--- src/rtl/txbuf_pkg.sv ---
package txbuf_pkg;
  typedef enum logic [1:0] {
    ST_IDLE = 2'd0,
    ST_DATA = 2'd1,
    ST_ACK  = 2'd2
  } drain_state_e;
endpackage

--- src/rtl/txbuf_fill.sv ---
module txbuf_fill #(
  parameter int DEPTH = 16,
  parameter int LEN_W = 8,
  localparam int PTR_W = $clog2(DEPTH),
  localparam int CNT_W = $clog2(DEPTH + 1)
) (
  input  logic             clk,
  input  logic             rst_n,
  input  logic             wr_en,
  input  logic             clr,
  input  logic [LEN_W-1:0] pkt_len,
  output logic             slot_we,
  output logic [PTR_W-1:0] slot_idx,
  output logic [CNT_W-1:0] stored
);
  logic [CNT_W-1:0] cap;
  logic [CNT_W-1:0] fill_q;

  always_comb begin
    if (pkt_len > LEN_W'(DEPTH)) cap = CNT_W'(DEPTH);
    else                         cap = CNT_W'(pkt_len);
  end

  assign slot_we  = wr_en && !clr && (fill_q < cap);
  assign slot_idx = fill_q[PTR_W-1:0];
  assign stored   = fill_q;

  always_ff @(posedge clk) begin
    if (!rst_n)       fill_q <= '0;
    else if (clr)     fill_q <= '0;
    else if (slot_we) fill_q <= fill_q + 1'b1;
  end


  drop_past_cap_chk: assert property (@(posedge clk) disable iff (!rst_n)
    (wr_en && !clr && fill_q >= cap) |=> $stable(fill_q));

  clear_empties_chk: assert property (@(posedge clk) disable iff (!rst_n)
    clr |=> (fill_q == '0));

  clear_beats_write_chk: assert property (@(posedge clk) disable iff (!rst_n)
    (clr && wr_en) |-> !slot_we);

  fill_bounded_chk: assert property (@(posedge clk) disable iff (!rst_n)
    fill_q <= CNT_W'(DEPTH));
endmodule

--- src/rtl/txbuf_store.sv ---
module txbuf_store #(
  parameter int DEPTH = 16,
  parameter int W     = 8,
  localparam int PTR_W = $clog2(DEPTH)
) (
  input  logic             clk,
  input  logic             we,
  input  logic [PTR_W-1:0] waddr,
  input  logic [W-1:0]     wdata,
  input  logic [PTR_W-1:0] raddr,
  output logic [W-1:0]     rdata
);
  logic [W-1:0] slot_q [DEPTH];

  for (genvar g = 0; g < DEPTH; g++) begin : g_slot
    always_ff @(posedge clk) begin
      if (we && waddr == PTR_W'(g)) slot_q[g] <= wdata;
    end
  end

  assign rdata = slot_q[raddr];
endmodule

--- src/rtl/txbuf_drain.sv ---
module txbuf_drain
  import txbuf_pkg::*;
#(
  parameter int DEPTH     = 16,
  parameter int W         = 8,
  parameter int ACK_BYTES = 2,
  parameter logic [ACK_BYTES*W-1:0] ACK_WORD = 16'hA55A,
  localparam int PTR_W = $clog2(DEPTH),
  localparam int CNT_W = $clog2(DEPTH + 1)
) (
  input  logic             clk,
  input  logic             rst_n,
  input  logic             tx_go,
  input  logic             ack_go,
  input  logic [CNT_W-1:0] stored,
  input  logic             tx_ready,
  input  logic [W-1:0]     buf_byte,
  output logic [PTR_W-1:0] rd_addr,
  output logic             tx_valid,
  output logic [W-1:0]     tx_data,
  output logic             tx_last,
  output logic             tx_busy
);
  drain_state_e     state_q;
  logic [CNT_W-1:0] idx_q;
  logic [CNT_W-1:0] last_q;
  logic [ACK_BYTES*W-1:0] ack_shift;
  logic             xfer;

  assign xfer      = tx_valid && tx_ready;
  assign tx_valid  = (state_q != ST_IDLE);
  assign tx_busy   = tx_valid;
  assign tx_last   = tx_valid && (idx_q == last_q);
  assign rd_addr   = idx_q[PTR_W-1:0];
  assign ack_shift = ACK_WORD >> (W * int'(idx_q));
  assign tx_data   = (state_q == ST_ACK) ? ack_shift[W-1:0] : buf_byte;

  always_ff @(posedge clk) begin
    if (!rst_n) begin
      state_q <= ST_IDLE;
      idx_q   <= '0;
      last_q  <= '0;
    end else begin
      case (state_q)
        ST_IDLE: begin
          if (tx_go && stored != '0) begin
            state_q <= ST_DATA;
            idx_q   <= '0;
            last_q  <= stored - 1'b1;
          end else if (ack_go) begin
            state_q <= ST_ACK;
            idx_q   <= '0;
            last_q  <= CNT_W'(ACK_BYTES - 1);
          end
        end
        default: begin
          if (xfer) begin
            if (idx_q == last_q) state_q <= ST_IDLE;
            else                 idx_q   <= idx_q + 1'b1;
          end
        end
      endcase
    end
  end


  hold_under_stall_chk: assert property (@(posedge clk) disable iff (!rst_n)
    (tx_valid && !tx_ready) |=> (tx_valid && $stable(tx_data) && $stable(tx_last)));

  restart_ignored_chk: assert property (@(posedge clk) disable iff (!rst_n)
    (tx_busy && !xfer) |=> $stable(idx_q));

  busy_ends_on_last_chk: assert property (@(posedge clk) disable iff (!rst_n)
    (xfer && tx_last) |=> !tx_busy);

  empty_go_ignored_chk: assert property (@(posedge clk) disable iff (!rst_n)
    (!tx_busy && stored == '0 && !ack_go) |=> !tx_busy);
endmodule

--- src/rtl/txpkt_buffer.sv ---
module txpkt_buffer
  import txbuf_pkg::*;
#(
  parameter int DEPTH     = 16,
  parameter int W         = 8,
  parameter int LEN_W     = 8,
  parameter int ACK_BYTES = 2,
  parameter logic [ACK_BYTES*W-1:0] ACK_WORD = 16'hA55A
) (
  input  logic             clk,
  input  logic             rst_n,
  input  logic             wr_en,
  input  logic [W-1:0]     wr_data,
  input  logic [LEN_W-1:0] pkt_len,
  input  logic             clr,
  input  logic             tx_go,
  input  logic             ack_go,
  input  logic             tx_ready,
  output logic             tx_valid,
  output logic [W-1:0]     tx_data,
  output logic             tx_last,
  output logic             tx_busy
);
  localparam int PTR_W = $clog2(DEPTH);
  localparam int CNT_W = $clog2(DEPTH + 1);

  logic             slot_we;
  logic [PTR_W-1:0] slot_idx;
  logic [CNT_W-1:0] stored;
  logic [PTR_W-1:0] rd_addr;
  logic [W-1:0]     buf_byte;

  txbuf_fill #(.DEPTH(DEPTH), .LEN_W(LEN_W)) fill_i (
    .clk(clk), .rst_n(rst_n), .wr_en(wr_en), .clr(clr), .pkt_len(pkt_len),
    .slot_we(slot_we), .slot_idx(slot_idx), .stored(stored)
  );

  txbuf_store #(.DEPTH(DEPTH), .W(W)) store_i (
    .clk(clk), .we(slot_we), .waddr(slot_idx), .wdata(wr_data),
    .raddr(rd_addr), .rdata(buf_byte)
  );

  txbuf_drain #(.DEPTH(DEPTH), .W(W), .ACK_BYTES(ACK_BYTES), .ACK_WORD(ACK_WORD)) drain_i (
    .clk(clk), .rst_n(rst_n), .tx_go(tx_go), .ack_go(ack_go), .stored(stored),
    .tx_ready(tx_ready), .buf_byte(buf_byte), .rd_addr(rd_addr),
    .tx_valid(tx_valid), .tx_data(tx_data), .tx_last(tx_last), .tx_busy(tx_busy)
  );


  ack_keeps_fill_chk: assert property (@(posedge clk) disable iff (!rst_n)
    (tx_busy && !slot_we && !clr) |=> $stable(stored));

  reset_idle_chk: assert property (@(posedge clk)
    !rst_n |=> (!tx_valid && stored == '0));
endmodule

--- config.mk ---
export PLATFORM = sky130hd
export DESIGN_NAME = txpkt_buffer
export DESIGN_NICKNAME = d
export VERILOG_FILES = /design/src/rtl/txbuf_pkg.sv /design/src/rtl/txbuf_fill.sv /design/src/rtl/txbuf_store.sv /design/src/rtl/txbuf_drain.sv /design/src/rtl/txpkt_buffer.sv
export SDC_FILE = /design/constraint.sdc
export NUM_CORES = 1
export LEC_CHECK = 0
export BUFFER_PORTS_ARGS = -buffer_cell sky130_fd_sc_hd__buf_2
export CORE_UTILIZATION = 55
export CTS_BUF_LIST = sky130_fd_sc_hd__clkbuf_8 sky130_fd_sc_hd__clkbuf_16
export CTS_CLUSTER_SIZE = 28
export DETAILED_ROUTE_END_ITERATION = 7
export PLACE_DENSITY = 0.76
export SLEW_MARGIN = 20
export SYNTH_ARGS = -nofsm -noshare
export SYNTH_HDL_FRONTEND = slang
export SYNTH_SLANG_ARGS = --single-unit
--- constraint.sdc ---
create_clock -name clk -period 3 [get_ports clk]
set_input_delay 0.15 -clock clk [delete_from_list [all_inputs] [get_ports clk]]
set_output_delay 0.15 -clock clk [all_outputs]
set_load 0.02 [all_outputs]
==> results.sh, run 1 <==
export IMPL_portBuffers=33
export IMPL_drtIter0Drc=284
export IMPL_grt_use_met3_pct=6.40
export IMPL_hold_end="drain_i.last_q[4]$_SDFFE_PN0P_"
export IMPL_vdd_drop_max_mv=0.381
export IMPL_num_antenna_cells=0
export IMPL_fin_crit_ns=2.76
export IMPL_ys_seq_area_share_pct=67.5
export IMPL_worst_path_max_fanout=20
export IMPL_grtUsageTotal_pct=24.6
export IMPL_leakagePower_nw=2.53
export IMPL_synthToLayoutAreaGrowth_pct=16.3
export IMPL_synth_nets=430
export IMPL_drive_gt1_share_pct=28.6
export IMPL_reg2reg_from="fill_i.stored[3]$_SDFFE_PP0P_"
export IMPL_pin_count=34
export IMPL_timing_final_crit_share_pct=92.1
export IMPL_grt_pass1_wl_um=20400
export IMPL_r2r_end="store_i.slot_q[5][5]$_DFFE_PP_"
export IMPL_postCtsResizedCells=0
export IMPL_whs_ns=0.0224
export IMPL_dpl_hpwl_um=8520
export IMPL_synth_edf_count=128
export IMPL_yosys_warnings=0
export IMPL_globalplace_congestion=0.805
export IMPL_grt_busiest_layer="met2"
export IMPL_postCtsHoldBufs=0
export IMPL_power_frac_clock_pct=45.4
export IMPL_ys_seq_elements=149
export IMPL_clock_sinks=149
export IMPL_cts_buffers=17
export IMPL_crit_arrival_ns=2.61
export IMPL_syn_avg_cell_area_um2=15.9
export IMPL_hold_depth=3
export IMPL_cts_path_max_buffers=2
export IMPL_wirelength_um=13400
export IMPL_dominantRegCellSynth="edfxtp_1"
export IMPL_grt_util_met2_pct=39.4
export IMPL_synth_cell_types=52
export IMPL_slew_viol_final=0
export IMPL_synth_area_top_cells="edfxtp_1 (61%), mux4_2 (7.1%), dfxtp_1 (6.7%)"
export IMPL_combPwrFrac_pct=5.5
export IMPL_r2r_slack_ns=0.45
export IMPL_initial_utilization_pct=57.2
export IMPL_core_area_um2=11000
export IMPL_p_seq_share_pct=49.1
export IMPL_synth_cells=397
export IMPL_rows=38
export IMPL_rsz0062_at_grt="false"
export IMPL_htree_levels=4
export IMPL_slew_headroom_pct=33.9
export IMPL_synthTopCellsByCount="edfxtp_1 (128), nor2_1 (34), dfxtp_1 (21)"
export IMPL_netlist_area_um2=6310
export IMPL_synth_top_area_share_pct=60.9
export IMPL_switching_power_mw=0.972
export IMPL_internal_power_mw=3.67
export IMPL_dr_pass1_iters=5
export IMPL_synth_async_reset_ratio_pct=0
export IMPL_grt_pass1_vias=3691
export IMPL_critical_path_class="reg -> out"
export IMPL_clock_latency_ns=0.41
export IMPL_grt_remaining_overflow=0
export IMPL_cts_tree="built"
export IMPL_chipHeight_um=109
export IMPL_cap_violations=0
export IMPL_cp_start_kind="register"
export IMPL_final_nets=488
export IMPL_swShare_pct=21.0
export IMPL_hp_class="in -> reg"
export IMPL_drc=0
export IMPL_vias_per_cell=6.09
export IMPL_skew_ns=0.0101
export IMPL_outcome="completed"
export IMPL_wire_per_inst_um=22.1
export IMPL_clockRootBuffer="clkbuf_16"
export IMPL_power_per_cell_area_nw_per_um2=631
export IMPL_hp_start="tx_go"
export IMPL_fmax_mhz=362
export IMPL_drtAntennaViolNets=0
export IMPL_tightest_slew_ns=0.991
export IMPL_antenna_found_initial=0
export IMPL_hold_viol=0
export IMPL_die_w_um=109
export IMPL_dieArea_um2=11900
export IMPL_dr_total_vias=3701
export IMPL_cts_setup_buffers=0
export IMPL_tns_ns=0
export IMPL_clkSlewWorstSetupHoldPaths_ns=0.06
export IMPL_yosysTopAreaCell="edfxtp_1"
export IMPL_setup_violations=0
export IMPL_ff2ff_path_depth=6
export IMPL_grt_max_degree=30
export IMPL_synth_most_common_cell="edfxtp_1"
export IMPL_met1_usage_pct=32.3
export IMPL_critPathRequiredTime_ns=2.85
export IMPL_end_kind="primary output"
## critical path: stages, from the launching register on
cell,delay (ns)
dfxtp_1,0.97
buf_4,0.29
mux4_2,0.33
mux2i_1,0.20
o22a_1,0.16
nand2_1,0.07
buf_2,0.18
## power by group through the flow
stage               Sequential, mW  Clock (mW)  Combinational [mW]
floorplan                     2.31           0               0.162
global placement              2.32           0               0.247
detailed placement            2.32           0               0.255
CTS                           2.28        2.12               0.258
global route                  2.28        2.20               0.275
finish                        2.28        2.10               0.257
## sequential cells by signal (all words and copies together), names as in the netlist, named ones only
name	cells
drain_i.idx_q	5
store_i.slot_q	128
drain_i.state_q	2
drain_i.last_q	5
fill_i.stored	5
## worst max-delay path by stage
stage               startpoint                             end  slack, ns
finish                register                      tx_data[5]       0.24
global route          register                      tx_data[2]       0.07
CTS                   register                      tx_data[2]       0.18
detailed placement  pkt_len[7]  store_i.slot_q[2][5]$_DFFE_PP_       0.30
global placement    pkt_len[7]  store_i.slot_q[2][5]$_DFFE_PP_       0.39
floorplan           pkt_len[7]  store_i.slot_q[0][0]$_DFFE_PP_       0.16
## cell usage in the layout (no fill, tap or decap), drive strengths merged, types with 3 or more instances in the layout
master / synthesis / layout
edfxtp: 128 / 128
buf: 10 / 55
nor2: 35 / 35
clkbuf: 6 / 24
dfxtp: 21 / 21
mux2: 21 / 21
mux4: 20 / 20
nand2: 19 / 19
mux2i: 17 / 17
a21oi: 15 / 15
nand3: 15 / 15
inv: 9 / 14
ha: 10 / 10
o21ai: 8 / 8
o21bai: 6 / 6
o22ai: 6 / 6
xor2: 5 / 5
nor3: 5 / 5
xnor2: 4 / 4
clkinv: 1 / 4
nand2b: 3 / 3
o311ai: 3 / 3
o31ai: 3 / 3
nor4: 3 / 3
## area by class of cell
cell class	count	area [µm²]
Multi-Input combinational cell	222	1920
Fill cell	767	3690
Tap cell	140	175
Clock inverter	8	38.8
Timing Repair Buffer	55	343
Clock buffer	24	567
Sequential cell	149	4270
Inverter	10	37.5
## logic make-up after synthesis
family	synth area share [%]
buf+inv	2.08
compound gates	6.48
flops	67.5
mux	13.7
xor+xnor	1.25
fa+ha+maj	1.98
simple gates	6.98
## layer usage
metal | routed length (µm) | vias to the layer above | share of wire [%]
li1 | - | 1661 | -
met1 | 5510 | 1843 | 41
met4 | 310 | 0 | 2.3
met5 | 0 | - | 0
met2 | 6540 | 175 | 49
met3 | 1080 | 22 | 8.0
## per-stage QoR
| stage | cells | utilization, % | worst slack [ns] | instance area (µm²) | power [mW] |
|---|---|---|---|---|---|
| global route | 608 | 66.6 | 0.0653 | 7340 | 4.75 |
| detailed placement | 576 | 61.1 | 0.296 | 6740 | 2.57 |
| CTS | 608 | 66.6 | 0.179 | 7340 | 4.66 |
| global placement | 576 | 61.1 | 0.390 | 6740 | 2.57 |
| finish | 608 | 66.6 | 0.236 | 7340 | 4.64 |
| floorplan | 397 | - | 0.163 | 6310 | 2.47 |
No activity file was read; power rests on OpenSTA's default activity.
==> inputs of run 2 (changes only) <==
- CAP_MARGIN: default -> 10
- CTS_BUF_LIST: sky130_fd_sc_hd__clkbuf_8 sky130_fd_sc_hd__clkbuf_16 -> default
==> run 2 against run 1 <==
- power grew 0.20%
- sequential share of layout area is the same
- die area is the same
- sequential power is essentially flat
- maximum frequency shrank 0.15%
- non-clock buffer count is the same
- clock-buffer cell count grew 3
==> results.sh, run 2 (synthesis gave the netlist of run 1 again) <==
export IMPL_hp_class="in -> reg"
export IMPL_grt_remaining_overflow=0
export IMPL_dieArea_um2=11900
export IMPL_cp_start_kind="register"
export IMPL_grtUsageTotal_pct=24.6
export IMPL_leakagePower_nw=2.52
export IMPL_clock_sinks=149
export IMPL_rows=38
export IMPL_crit_chain="buf_4, mux4_2, mux2i_1, o22a_1, nand2_1, buf_2"
export IMPL_worst_path_max_fanout=20
export IMPL_setup_violations=0
export IMPL_globalplace_congestion=0.805
export IMPL_clock_latency_ns=0.42
export IMPL_drive_gt1_share_pct=28.6
export IMPL_dr_pass1_iters=5
export IMPL_die_w_um=109
export IMPL_crit_family="flip-flops"
export IMPL_cap_violations=0
export IMPL_drtIter0Drc=282
export IMPL_drtAntennaViolNets=0
export IMPL_dpl_hpwl_um=8520
export IMPL_slowest_delay_ns=0.97
export IMPL_final_cell_mix="edfxtp_1 (128), nor2_1 (34), buf_2 (33)"
export IMPL_largest_register_ffs=128
export IMPL_chipHeight_um=109
export IMPL_end_kind="primary output"
export IMPL_regMostFlops="store_i.slot_q"
export IMPL_timing_final_crit_share_pct=92.3
export IMPL_skew_ns=0.00982
export IMPL_slew_viol_final=0
export IMPL_cts_buffers=17
export IMPL_antenna_found_initial=0
export IMPL_slew_headroom_pct=33.4
export IMPL_drc=0
export IMPL_synthToLayoutAreaGrowth_pct=16.3
export IMPL_vias_per_cell=6.09
export IMPL_post_dp_cell_area_um2=6740
export IMPL_fillCellCount=767
export IMPL_regArea_um2=4270
export IMPL_pin_count=34
export IMPL_grt_pass1_vias=3691
export IMPL_wirelength_um=13500
export IMPL_cts_tree="built"
export IMPL_mostFrequentLayoutCell="edfxtp_1"
export IMPL_num_antenna_cells=0
export IMPL_tns_ns=0
export IMPL_postCtsHoldBufs=0
export IMPL_postCtsResizedCells=0
export IMPL_placed_cells=576
export IMPL_critical_path_class="reg -> out"
export IMPL_crit_arrival_ns=2.62
export IMPL_layout_cells_non_filler=608
export IMPL_multiInputGateArea_um2=1920
export IMPL_rsz0062_at_grt="false"
export IMPL_outcome="completed"
export IMPL_wire_per_inst_um=22.1
export IMPL_power_per_cell_area_nw_per_um2=633
export IMPL_tightest_slew_ns=0.997
export IMPL_dr_total_vias=3705
export IMPL_hold_viol=0
export IMPL_core_area_um2=11000
export IMPL_crit_slowest_cell="dfxtp_1"
export IMPL_htree_levels=4
export IMPL_fin_crit_ns=2.77
export IMPL_grt_max_degree=30
export IMPL_grt_pass1_wl_um=20400
export IMPL_crit_buf_inv=2
export IMPL_final_area_um2=7340
export IMPL_portBuffers=33
export IMPL_cts_setup_buffers=0
export IMPL_cts_path_max_buffers=2
export IMPL_fmax_mhz=361
export IMPL_clockRootBuffer="clkbuf_16"
export IMPL_initial_utilization_pct=57.2
export IMPL_critPathRequiredTime_ns=2.85
export IMPL_final_nets=488
export IMPL_clkSlewWorstSetupHoldPaths_ns=0.06
export IMPL_vdd_drop_max_mv=0.380
-- run 2: changes by cell type in the layout (fill, tap and decap cells not counted) --
cell	delta
clkbuf_1	+3
inv_1	-3
-- run 2: layout make-up --
class / instances / area share, %
Clock buffer: 27 / 7.87
Clock inverter: 5 / 0.375
Inverter: 10 / 0.511
Multi-Input combinational cell: 222 / 26.1
Sequential cell: 149 / 58.1
Tap cell: 140 / 2.39
Timing Repair Buffer: 55 / 4.67
-- run 2: layer usage --
| layer | vias up | global-route usage, % | routed length [µm] |
|---|---|---|---|
| met5 | - | 0 | 0 |
| met4 | 0 | 9.07 | 283 |
| met3 | 19 | 6.40 | 1020 |
| met2 | 180 | 39.4 | 6640 |
| met1 | 1845 | 32.3 | 5510 |
| li1 | 1661 | - | - |
-- run 2: worst min-delay path, stage by stage --
cell	delay (ns)
buf_2	0.09
a32oi_1	0.08
nor2_1	0.08
-- run 2: through the flow --
step                power (mW)  utilization (%)  hold WS (ns)  setup WS (ns)
floorplan                 2.47                -         0.249          0.163
global placement          2.57             61.1         0.434          0.390
detailed placement        2.57             61.1         0.454          0.296
CTS                       4.66             66.6        0.0129          0.179
global route              4.76             66.6        0.0174         0.0653
finish                    4.65             66.6        0.0238          0.232
-- run 2: path summary, 6_finish.rpt --
| check | depth (start not counted) | endpoint | slack, ns | startpoint |
|---|---|---|---|---|
| setup / recovery | 6 | tx_data[5] | 0.23 | register |
| hold / removal | 3 | drain_i.last_q[4]$_SDFFE_PN0P_ | 0.02 | tx_go |
| setup reg to reg | 6 | store_i.slot_q[5][5]$_DFFE_PP_ | 0.45 | fill_i.stored[3]$_SDFFE_PP0P_ |
| hold reg to reg | 2 | drain_i.last_q[0]$_SDFFE_PN0P_ | 0.51 | drain_i.last_q[0]$_SDFFE_PN0P_ |
-- run 2: where the power goes --
part / switching, mW / internal [mW]
Clock: 0.793 / 1.32
Combinational: 0.163 / 0.0938
Sequential: 0.0146 / 2.26
Total: 0.971 / 3.68
